==> config.mk <==
export PLATFORM = sky130hd
export DESIGN_NAME = prio_irq_ctrl
export DESIGN_NICKNAME = d
export VERILOG_FILES = /design/src/rtl/irqc_pkg.sv /design/src/rtl/irqc_pick.sv /design/src/rtl/irqc_stack.sv /design/src/rtl/prio_irq_ctrl.sv
export SDC_FILE = /design/constraint.sdc
export NUM_CORES = 1
export LEC_CHECK = 0
export ABC_AREA = 1
export BUFFER_PORTS_ARGS = -buffer_cell sky130_fd_sc_hd__buf_2
export CORE_ASPECT_RATIO = 0.6
export CORE_MARGIN = 2
export CORE_UTILIZATION = 30
export DETAILED_ROUTE_END_ITERATION = 16
export GPL_TIMING_DRIVEN = 0
export HOLD_SLACK_MARGIN = 0.12
export PLACE_DENSITY = 0.62
export SYNTH_ARGS = -nofsm -noshare
export SYNTH_HDL_FRONTEND = slang
export SYNTH_HIERARCHICAL = 1
export SYNTH_SLANG_ARGS = --single-unit
==> constraint.sdc <==
create_clock -name clk -period 29.4 [get_ports clk]
set_input_delay 5.88 -clock clk [delete_from_list [all_inputs] [get_ports clk]]
set_output_delay 5.88 -clock clk [all_outputs]
set_load 0.01 [all_outputs]
==> src/rtl/irqc_pkg.sv <==
package irqc_pkg;

  typedef enum logic {
    MODE_USER = 1'b0,
    MODE_SUP  = 1'b1
  } priv_mode_e;

endpackage

==> src/rtl/irqc_pick.sv <==
module irqc_pick #(
  parameter int NUM_SRC = 8,
  parameter int LVL_W   = 3,
  localparam int IDX_W  = (NUM_SRC > 1) ? $clog2(NUM_SRC) : 1
) (
  input  logic [NUM_SRC-1:0]       req,
  input  logic [NUM_SRC*LVL_W-1:0] lvl_flat,
  output logic                     found,
  output logic [IDX_W-1:0]         win_idx,
  output logic [LVL_W-1:0]         win_lvl
);

  logic [LVL_W-1:0] lvl_arr [NUM_SRC];

  for (genvar g = 0; g < NUM_SRC; g++) begin : g_unpack
    assign lvl_arr[g] = lvl_flat[g*LVL_W +: LVL_W];
  end

  // strict compare keeps the lowest index among equal levels
  always_comb begin
    found   = 1'b0;
    win_idx = '0;
    win_lvl = '0;
    for (int i = 0; i < NUM_SRC; i++) begin
      if (req[i] && (lvl_arr[i] > win_lvl)) begin
        found   = 1'b1;
        win_idx = IDX_W'(i);
        win_lvl = lvl_arr[i];
      end
    end
  end

endmodule

==> src/rtl/irqc_stack.sv <==
module irqc_stack #(
  parameter int W     = 4,
  parameter int DEPTH = 4,
  localparam int CNT_W = $clog2(DEPTH + 1),
  localparam int PTR_W = (DEPTH > 1) ? $clog2(DEPTH) : 1
) (
  input  logic         clk,
  input  logic         rst_n,
  input  logic         push,
  input  logic         pop,
  input  logic [W-1:0] din,
  output logic [W-1:0] top,
  output logic         empty,
  output logic         full
);

  logic [W-1:0]     mem [DEPTH];
  logic [CNT_W-1:0] cnt;
  logic [PTR_W-1:0] top_ptr;

  assign empty   = (cnt == '0);
  assign full    = (cnt == CNT_W'(DEPTH));
  assign top_ptr = PTR_W'(cnt - 1'b1);
  assign top     = empty ? '0 : mem[top_ptr];

  always_ff @(posedge clk) begin
    if (!rst_n) begin
      cnt <= '0;
    end else if (push && !full) begin
      mem[PTR_W'(cnt)] <= din;
      cnt              <= cnt + 1'b1;
    end else if (pop && !empty) begin
      cnt <= cnt - 1'b1;
    end
  end

  p_depth_bound_r10: assert property (@(posedge clk) disable iff (!rst_n)
    cnt <= CNT_W'(DEPTH));

  p_full_hold_r10: assert property (@(posedge clk) disable iff (!rst_n)
    (push && full) |=> full);

endmodule

==> src/rtl/prio_irq_ctrl.sv <==
module prio_irq_ctrl
  import irqc_pkg::*;
#(
  parameter int NUM_SRC = 8,
  parameter int LVL_W   = 3,
  parameter int CODE_W  = 2,
  parameter int DEPTH   = 4,
  localparam int IDX_W  = (NUM_SRC > 1) ? $clog2(NUM_SRC) : 1,
  localparam int SLOT_W = $clog2(NUM_SRC + (1 << CODE_W))
) (
  input  logic                     clk,
  input  logic                     rst_n,
  input  logic [NUM_SRC-1:0]       src_req,
  input  logic [NUM_SRC*LVL_W-1:0] src_lvl,
  input  logic                     gie_set,
  output logic                     irq_valid,
  input  logic                     irq_ready,
  output logic [IDX_W-1:0]         irq_vec,
  output logic [LVL_W-1:0]         irq_lvl,
  input  logic                     trap_stb,
  input  logic [CODE_W-1:0]        trap_code,
  input  logic                     ret_stb,
  output logic                     entry_stb,
  output logic [SLOT_W-1:0]        entry_slot,
  output logic [LVL_W-1:0]         cur_prio,
  output logic                     sup_mode,
  output logic                     gie,
  output logic                     stk_ovf
);

  localparam int SW = LVL_W + 1;

  logic             pick_found;
  logic [IDX_W-1:0] pick_idx;
  logic [LVL_W-1:0] pick_lvl;
  logic [LVL_W-1:0] prio_q;
  priv_mode_e       mode_q;
  logic             gie_q;
  logic             accept_irq, do_push, do_ret;
  logic             stk_empty, stk_full;
  logic [SW-1:0]    stk_top;

  irqc_pick #(.NUM_SRC(NUM_SRC), .LVL_W(LVL_W)) pick_i (
    .req      (src_req),
    .lvl_flat (src_lvl),
    .found    (pick_found),
    .win_idx  (pick_idx),
    .win_lvl  (pick_lvl)
  );

  assign irq_valid  = gie_q && pick_found && (pick_lvl > prio_q) && !trap_stb && !ret_stb;
  assign irq_vec    = pick_idx;
  assign irq_lvl    = pick_lvl;
  assign accept_irq = irq_valid && irq_ready;
  assign do_push    = trap_stb || accept_irq;
  assign do_ret     = ret_stb && !trap_stb && !stk_empty;

  irqc_stack #(.W(SW), .DEPTH(DEPTH)) stack_i (
    .clk   (clk),
    .rst_n (rst_n),
    .push  (do_push),
    .pop   (do_ret),
    .din   ({prio_q, mode_q}),
    .top   (stk_top),
    .empty (stk_empty),
    .full  (stk_full)
  );

  always_ff @(posedge clk) begin
    if (!rst_n) begin
      prio_q     <= '0;
      mode_q     <= MODE_USER;
      gie_q      <= 1'b0;
      entry_stb  <= 1'b0;
      entry_slot <= '0;
      stk_ovf    <= 1'b0;
    end else begin
      entry_stb <= do_push;
      if (do_push && stk_full) stk_ovf <= 1'b1;
      if (trap_stb) begin
        mode_q     <= MODE_SUP;
        gie_q      <= 1'b0;
        entry_slot <= SLOT_W'(NUM_SRC) + SLOT_W'(trap_code);
      end else if (accept_irq) begin
        prio_q     <= pick_lvl;
        mode_q     <= MODE_SUP;
        gie_q      <= 1'b0;
        entry_slot <= SLOT_W'(pick_idx);
      end else begin
        if (do_ret) begin
          prio_q <= stk_top[SW-1:1];
          mode_q <= priv_mode_e'(stk_top[0]);
        end
        if (gie_set) gie_q <= 1'b1;
      end
    end
  end

  assign cur_prio = prio_q;
  assign sup_mode = (mode_q == MODE_SUP);
  assign gie      = gie_q;

  p_pick_req_r3: assert property (@(posedge clk) disable iff (!rst_n)
    pick_found |-> (src_req[pick_idx] && (src_lvl[pick_idx*LVL_W +: LVL_W] == pick_lvl)));

  p_accept_raise_r4: assert property (@(posedge clk) disable iff (!rst_n)
    accept_irq |=> ((cur_prio == $past(pick_lvl)) && sup_mode && !gie));

  p_entry_pulse_r6: assert property (@(posedge clk) disable iff (!rst_n)
    do_push |=> entry_stb);

  p_trap_keep_r7: assert property (@(posedge clk) disable iff (!rst_n)
    trap_stb |=> ((cur_prio == $past(cur_prio)) && sup_mode && !gie));

  p_ret_empty_r9: assert property (@(posedge clk) disable iff (!rst_n)
    (ret_stb && !trap_stb && stk_empty) |=> ($stable(cur_prio) && $stable(sup_mode)));

  p_ovf_sticky_r10: assert property (@(posedge clk) disable iff (!rst_n)
    stk_ovf |=> stk_ovf);

endmodule

After elaboration in Yosys (flattened, before gate mapping)
Memory sizes are Yosys's and may differ from the RTL's.
Cells that the tools add are included.
Word-level totals
  bits in registers: 14
  input bits: 40
  memories: 1
  output and inout port bits: 18
  RAM bits: 16
Memories
  stack_i.mem: depth 4, bits a word 4, rd ports 1, clocked after Yosys merged registers in 0, wr ports 1, RTL line irqc_stack.sv:17  | logic [W-1:0] mem [DEPTH];
Cells by class
  eq/ne operators: 1
  $add $sub $neg: 3
  bitwise gates (word level): 2
  reduce and logical (&&, ||, !) cells: 30
  order comparisons: 9
  mux-type cells: 36
Operators with widths (number)
  3-bit 2-to-1 mux: 16
  3-bit > comparator: 8
  1-bit logical AND: 18
  1-bit 2-to-1 mux: 15
  4-bit 2-to-1 mux: 3
  2-bit nonzero test: 3
  4-bit by 2-bit adder with 4-bit output, first input constant: 1
  1-bit logical NOT: 4
  2-bit 2-to-1 mux: 2
  3-bit by 1-bit adder with 3-bit output, second input constant: 1
  3-bit equality test, second input constant: 1
  3-bit by 1-bit > comparator with 1-bit output, second input constant: 1
  3-bit logical NOT: 1
  3-bit nonzero test: 1
  3-bit OR reduction: 1
  3-bit by 1-bit subtractor with 3-bit output, second input constant: 1
  1-bit inverter: 2
  2-bit AND reduction: 1
  1-bit logical OR: 1

Longest topological paths before layout
  depth after elaboration: 34
  mapped depth: 69
  mapped depth without buffers: 69

Cells and area by module
Netlist, hierarchy kept.
Modules (own cells, without submodules)
  irqc_pick: seq. area each 0.0 um^2, times used 1, cells each 162, area each 960.9 um^2
  irqc_stack: seq. area each 540.5 um^2, times used 1, cells each 95, area each 942.2 um^2
  prio_irq_ctrl: seq. area each 220.2 um^2, times used 1, cells each 90, area each 618.1 um^2

Worst setup path after synthesis
OpenSTA, ideal clock, no wires.
  path type: input to output
  start: input src_lvl[1]
  end: output irq_valid
  path buffers: 0
  arrival time: 13.581 ns
  data required time: 23.520 ns
  stages on the path: 56
  slack: 9.939 ns
  cell sequence: nor2_1 > nand2_1 > nand2_1 > nor2_1 > inv_1 > ha_1 > nand3_1 > nand2_1 > inv_2 > nand2_4 > nand2_1 > o21ai_0 > ha_1 > nor2_1 > or2_2 > nand3_2 > nand3_2 > nand2_4 > (+20 left out) > inv_1 > ha_1 > a21oi_1 > a21oi_1 > maj3_1 > nand2_2 > or2_1 > nand2_1 > ha_1 > nand2_1 > nor2_1 > a211oi_1 > nor2_1 > o21ai_0 > ha_1 > a21oi_1 > nand2_1 > and2_1
On the way
  cells in the longest elaborated chain, start to end: 28
  elaborated cells on any way between the ends: 37
  those cells by class: order compare: 9; mux: 16; reduce/logical: 12
Ends and longest elaborated chain
  from (decl): RTL line prio_irq_ctrl.sv:14  | input logic [NUM_SRC*LVL_W-1:0] src_lvl,
  3-bit by 1-bit > comparator with 1-bit output: RTL line irqc_pick.sv:25  | if (req[i] && (lvl_arr[i] > win_lvl)) begin
  1-bit logical AND: RTL line irqc_pick.sv:25
  3-bit 2-to-1 mux (*): RTL line irqc_pick.sv:25
  3-bit > comparator: RTL line irqc_pick.sv:25
  1-bit logical AND: RTL line irqc_pick.sv:25
  3-bit 2-to-1 mux (*): RTL line irqc_pick.sv:25
  3-bit > comparator: RTL line irqc_pick.sv:25
  1-bit logical AND: RTL line irqc_pick.sv:25
  (+11 left out)
  1-bit logical AND: RTL line irqc_pick.sv:25
  3-bit 2-to-1 mux (*): RTL line irqc_pick.sv:25
  3-bit > comparator: RTL line irqc_pick.sv:25
  1-bit logical AND: RTL line irqc_pick.sv:25
  3-bit 2-to-1 mux (*): RTL line irqc_pick.sv:25
  net irq_lvl[2]: RTL line prio_irq_ctrl.sv:19  | output logic [LVL_W-1:0] irq_lvl,
  3-bit > comparator (*): RTL line prio_irq_ctrl.sv:51  | assign irq_valid = gie_q && pick_found && (pick_lvl > prio_q) && !trap_stb && !ret_stb;
  1-bit logical AND (*) (3 in a row): RTL line prio_irq_ctrl.sv:51
  to (decl): RTL line prio_irq_ctrl.sv:16  | output logic irq_valid,
The timed path passes the listed nets; every way through them passes the cells marked *.

Worst setup path after layout
  start: input src_lvl[1]
  end: output irq_valid
On the way
  cells in the longest elaborated chain, start to end: 28
  elaborated cells on any way between the ends: 37
  those cells by class: order compare: 9; mux: 16; reduce/logical: 12
Ends and longest elaborated chain (RTL line)
  3-bit by 1-bit > comparator with 1-bit output: irqc_pick.sv:25
  1-bit logical AND: irqc_pick.sv:25
  3-bit 2-to-1 mux: irqc_pick.sv:25
  3-bit > comparator: irqc_pick.sv:25
  1-bit logical AND: irqc_pick.sv:25
  3-bit 2-to-1 mux: irqc_pick.sv:25
  3-bit > comparator: irqc_pick.sv:25
  1-bit logical AND: irqc_pick.sv:25
  (+10 left out)
  3-bit > comparator: irqc_pick.sv:25
  1-bit logical AND: irqc_pick.sv:25
  3-bit 2-to-1 mux: irqc_pick.sv:25
  3-bit > comparator: irqc_pick.sv:25
  1-bit logical AND: irqc_pick.sv:25
  3-bit 2-to-1 mux or 1-bit 2-to-1 mux (tied branches): irqc_pick.sv:25
  3-bit > comparator or 1-bit logical AND (tied branches): prio_irq_ctrl.sv:51
  1-bit logical AND (*) (3 in a row): prio_irq_ctrl.sv:51
Every way passes the cells marked *; elsewhere a longest branch is shown, timed or not.

==> summary.txt <==
STA
  – Skew final: between 0.002 and 0.003 ns
  – Fmax: about 49 MHz
  – RSZ-0062 raised after global routing: false
  – Actual slew at the worst max-slew pin: 0.4657 ns
  – Final-report hold violation count: 0
  – Final TNS setup: 0 ns
  – Final Max Tran Viols: 0
  – Fin crit period: roughly 20 ns
  – Final-report setup violation count: 0
  – Fin crit share: a little over two thirds
  – Slew headroom: around 69%

CTS
  – CTS tree: done
  – CTS Buf Count: 5
  – Postcts setup bufs: 0
  – Hold-fix buffers, CTS: 0
  – Root buf cell: clkbuf_16
  – CTS sink cnt: 30
  – Maximum clock path buffer count: 2
  – Reg clk slew, reported paths: roughly 0.050 ns
  – Cts repair resizes: 0
  – H-tree Lvls: 2
  – Worst skew pair latency: around 0.27 ns

Synthesis
  – Main combinational cell family by area after synthesis: simple AND/OR/NAND/NOR gates
  – Post-synthesis sequential area ratio: 30.17%
  – Yosys warning count: 6
  – Mean post-synth cell area: between 7 and 8 um^2
  – Synth Register Bits: 30
  – Net Count, Synth: slightly above 400
  – Post-synth cell types: 38
  – Multiplexer share of the synthesized area: 0%
  – Synth Area in XOR/XNOR: 0%
  – Gate Count Post-Synth: ~350
  – Synthesized-area fraction occupied by adder cells: ~11%
  – Compound-Gate Fraction of Synth Area: between 10 and 15%
  – Mapped cell area: between 2000 and 3000 um^2
  – Simple-gate share of the synthesized area: between 30% and 40%

Hold path
  – Min-Delay Path Class: flip-flop to flip-flop

GRT
  – GRT overflow: 0
  – Vias in the first global route: ~2,100
  – GRT Total Usage: approximately 13%
  – Initial antenna violation count: 0
  – First-pass GRT wire length: about 9600 um
  – Largest net degree at the start of global routing: 13

Floorplan
  – Top Ports: between 50 and 60
  – Full die area: about 9200 um^2
  – Die height: 75.01 um
  – # rows: 25
  – Die X: 122.4 um
  – Core area: around 8000 um^2
  – Initial Util: 31.48%

Setup path
  – Crit Path Max Fanout: 6
  – Slowest library cell on the worst path: maj3_1
  – Largest stage delay on the critical path: 0.36 ns
  – Worst setup SP type: input port
  – Critical path class: input port to output pin
  – CP endpoint kind: output pin
  – Worst EP arrival: around 15 ns
  – CP Data Required Time: ~24 ns

Power and ir drop
  – Pwr/cell area: 54.17 nW/um^2
  – Leak Pwr: roughly 1.6 nW
  – VDD IR max: approximately 0.021 mV

Placement
  – Hpwl dp: 5100 um
  – GP Congestion: between 0.8 and 0.9
  – Placed Area: roughly 2900 um^2
  – Buffers on Ports: 57

Detailed routing
  – DRT Pass-1 Iters: 4
  – DRC: 0
  – DR WL met3: between 200 and 300 um
  – Vias: 2,291
  – Final ANT Viol Nets: 0
  – WL/cell: 11.51 um
  – DR WL met2: ~2300 um
  – Vias/cell: 4.406
  – DR top layer: met4
  – Routed WL: 5985 um
  – Iteration-0 DRC Markers: between 100 and 150
  – Metal-1 WL: roughly 3300 um

Run status
  – Status: finished, final reports clean

Final layout
  – # nets final: 472
  – Share of post-route cells with drive strength above 1: 28.88%
  – Ant. Diodes: 0
  – Final Util: between 30% and 40%
  – Fillers: ~850
  – Most common cell after layout, fill and taps aside: nand2_1
  – Post-route cell area: a little over 3000 um^2
  – Commonest non-fill, non-tap cells in the layout: nand2_1 (79), buf_2 (57), inv_1 (49)
  – Syn-to-layout area delta: 22.13%

Run
  – Maxcap violations: 0
[final cells by class]
cell class | count | area (um^2) | share of cell area [%]
buffer | 3 | 30.03 | 0.9752
clock buffer | 6 | 128.9 | 4.185
sequential | 30 | 760.7 | 24.71
multi-input combinational | 256 | 1509 | 49.00
tap | 108 | 135.1 | 4.388
timing repair buffer | 57 | 285.3 | 9.265
inverter | 58 | 221.5 | 7.192
clock inverter | 2 | 8.758 | 0.2844
[where the power goes]
part | total [mW] | internal [mW] | switching [mW]
registers | 0.0497 | 0.0475 | 0.00214
logic | 0.0696 | 0.0264 | 0.0432
clock network | 0.0475 | 0.0308 | 0.0166
total | 0.167 | 0.105 | 0.0620
[through the flow]
step	hold WS, ns	setup WS [ns]	power (mW)	instances
after detailed placement	0.4475	8.902	0.1203	512
final	0.4622	8.916	0.1668	520
after floorplan	0.4821	9.939	0.1009	347
after CTS	0.4594	8.874	0.1680	520
after global routing	0.4921	8.100	0.1796	520
after global placement	0.4453	9.110	0.1193	512
[critical path: cells and delay by family]
family | cells | cell delay, ns
compound gates | 10 | 2.09
fa+ha+maj | 9 | 2.72
buf+inv | 8 | 0.70
simple gates | 32 | 3.22
[Yosys cell counts]
cell | number | area share (%)
nand2_1 | 79 | 12
inv_1 | 49 | 7.3
nor2_1 | 38 | 5.7
nand3_1 | 26 | 5.2
ha_1 | 21 | 10
edfxtp_1 | 16 | 19
nand2_2 | 15 | 3.7
dfxtp_1 | 14 | 11
a21oi_1 | 12 | 2.4
nand3_2 | 10 | 4.0
nand2_4 | 9 | 4.0
o21ai_1 | 9 | 1.8
inv_2 | 7 | 1.0
o21ai_0 | 7 | 1.4
a21oi_2 | 5 | 1.7
nand4_1 | 4 | 0.99
a21boi_2 | 2 | 0.89
and2_1 | 2 | 0.50
nand3b_1 | 2 | 0.60
o211ai_1 | 2 | 0.60
a211oi_1 | 1 | 0.30
a21boi_1 | 1 | 0.30
buf_6 | 1 | 0.45
buf_8 | 1 | 0.60
clkbuf_1 | 1 | 0.15
clkinv_2 | 1 | 0.20
inv_4 | 1 | 0.25
maj3_1 | 1 | 0.40
nand3_4 | 1 | 0.69
nor2_2 | 1 | 0.25
nor2_4 | 1 | 0.45
nor3_1 | 1 | 0.20
o21a_1 | 1 | 0.30
o31ai_1 | 1 | 0.30
o32ai_1 | 1 | 0.35
or2_0 | 1 | 0.25
or2_1 | 1 | 0.25
or2_2 | 1 | 0.25
[state kept, by name (all words and copies together), names as in the netlist]
| register | count |
|---|---|
| stack_i/cnt | 3 |
| stk_ovf | 1 |
| sup_mode | 1 |
| cur_prio | 3 |
| entry_stb | 1 |
| entry_slot | 4 |
| stack_i/mem | 16 |
| gie | 1 |
[final timing paths]
check / cells past startpoint / end / start / slack (ns)
hold reg to reg: 2 / stk_ovf$_SDFFE_PN0P_ / stk_ovf$_SDFFE_PN0P_ / 0.46
setup reg to reg: 11 / stack_i/mem[0][2]$_DFFE_PP_ / cur_prio[2]$_SDFFE_PN0P_ / 26.86
hold / removal: 2 / stk_ovf$_SDFFE_PN0P_ / stk_ovf$_SDFFE_PN0P_ / 0.46
setup / recovery: 59 / irq_valid / src_lvl[1] / 8.92
[routing by layer]
metal | track usage, % | vias up
li1 | - | 1247
met1 | 19.81 | 998
met2 | 19.51 | 40
met3 | 3.485 | 6
met4 | 3.321 | 0
met5 | 0 | -
[cells by family (layout without fill, tap and decap cells)]
family | count (synthesis) | after routing
AOI/OAI and AO/OA | 42 | 42
DFF | 30 | 30
and+or+nand+nor | 192 | 192
buffers and inverters | 61 | 126
adders and majority gates | 22 | 22
(Power assumes the default switching activity.)
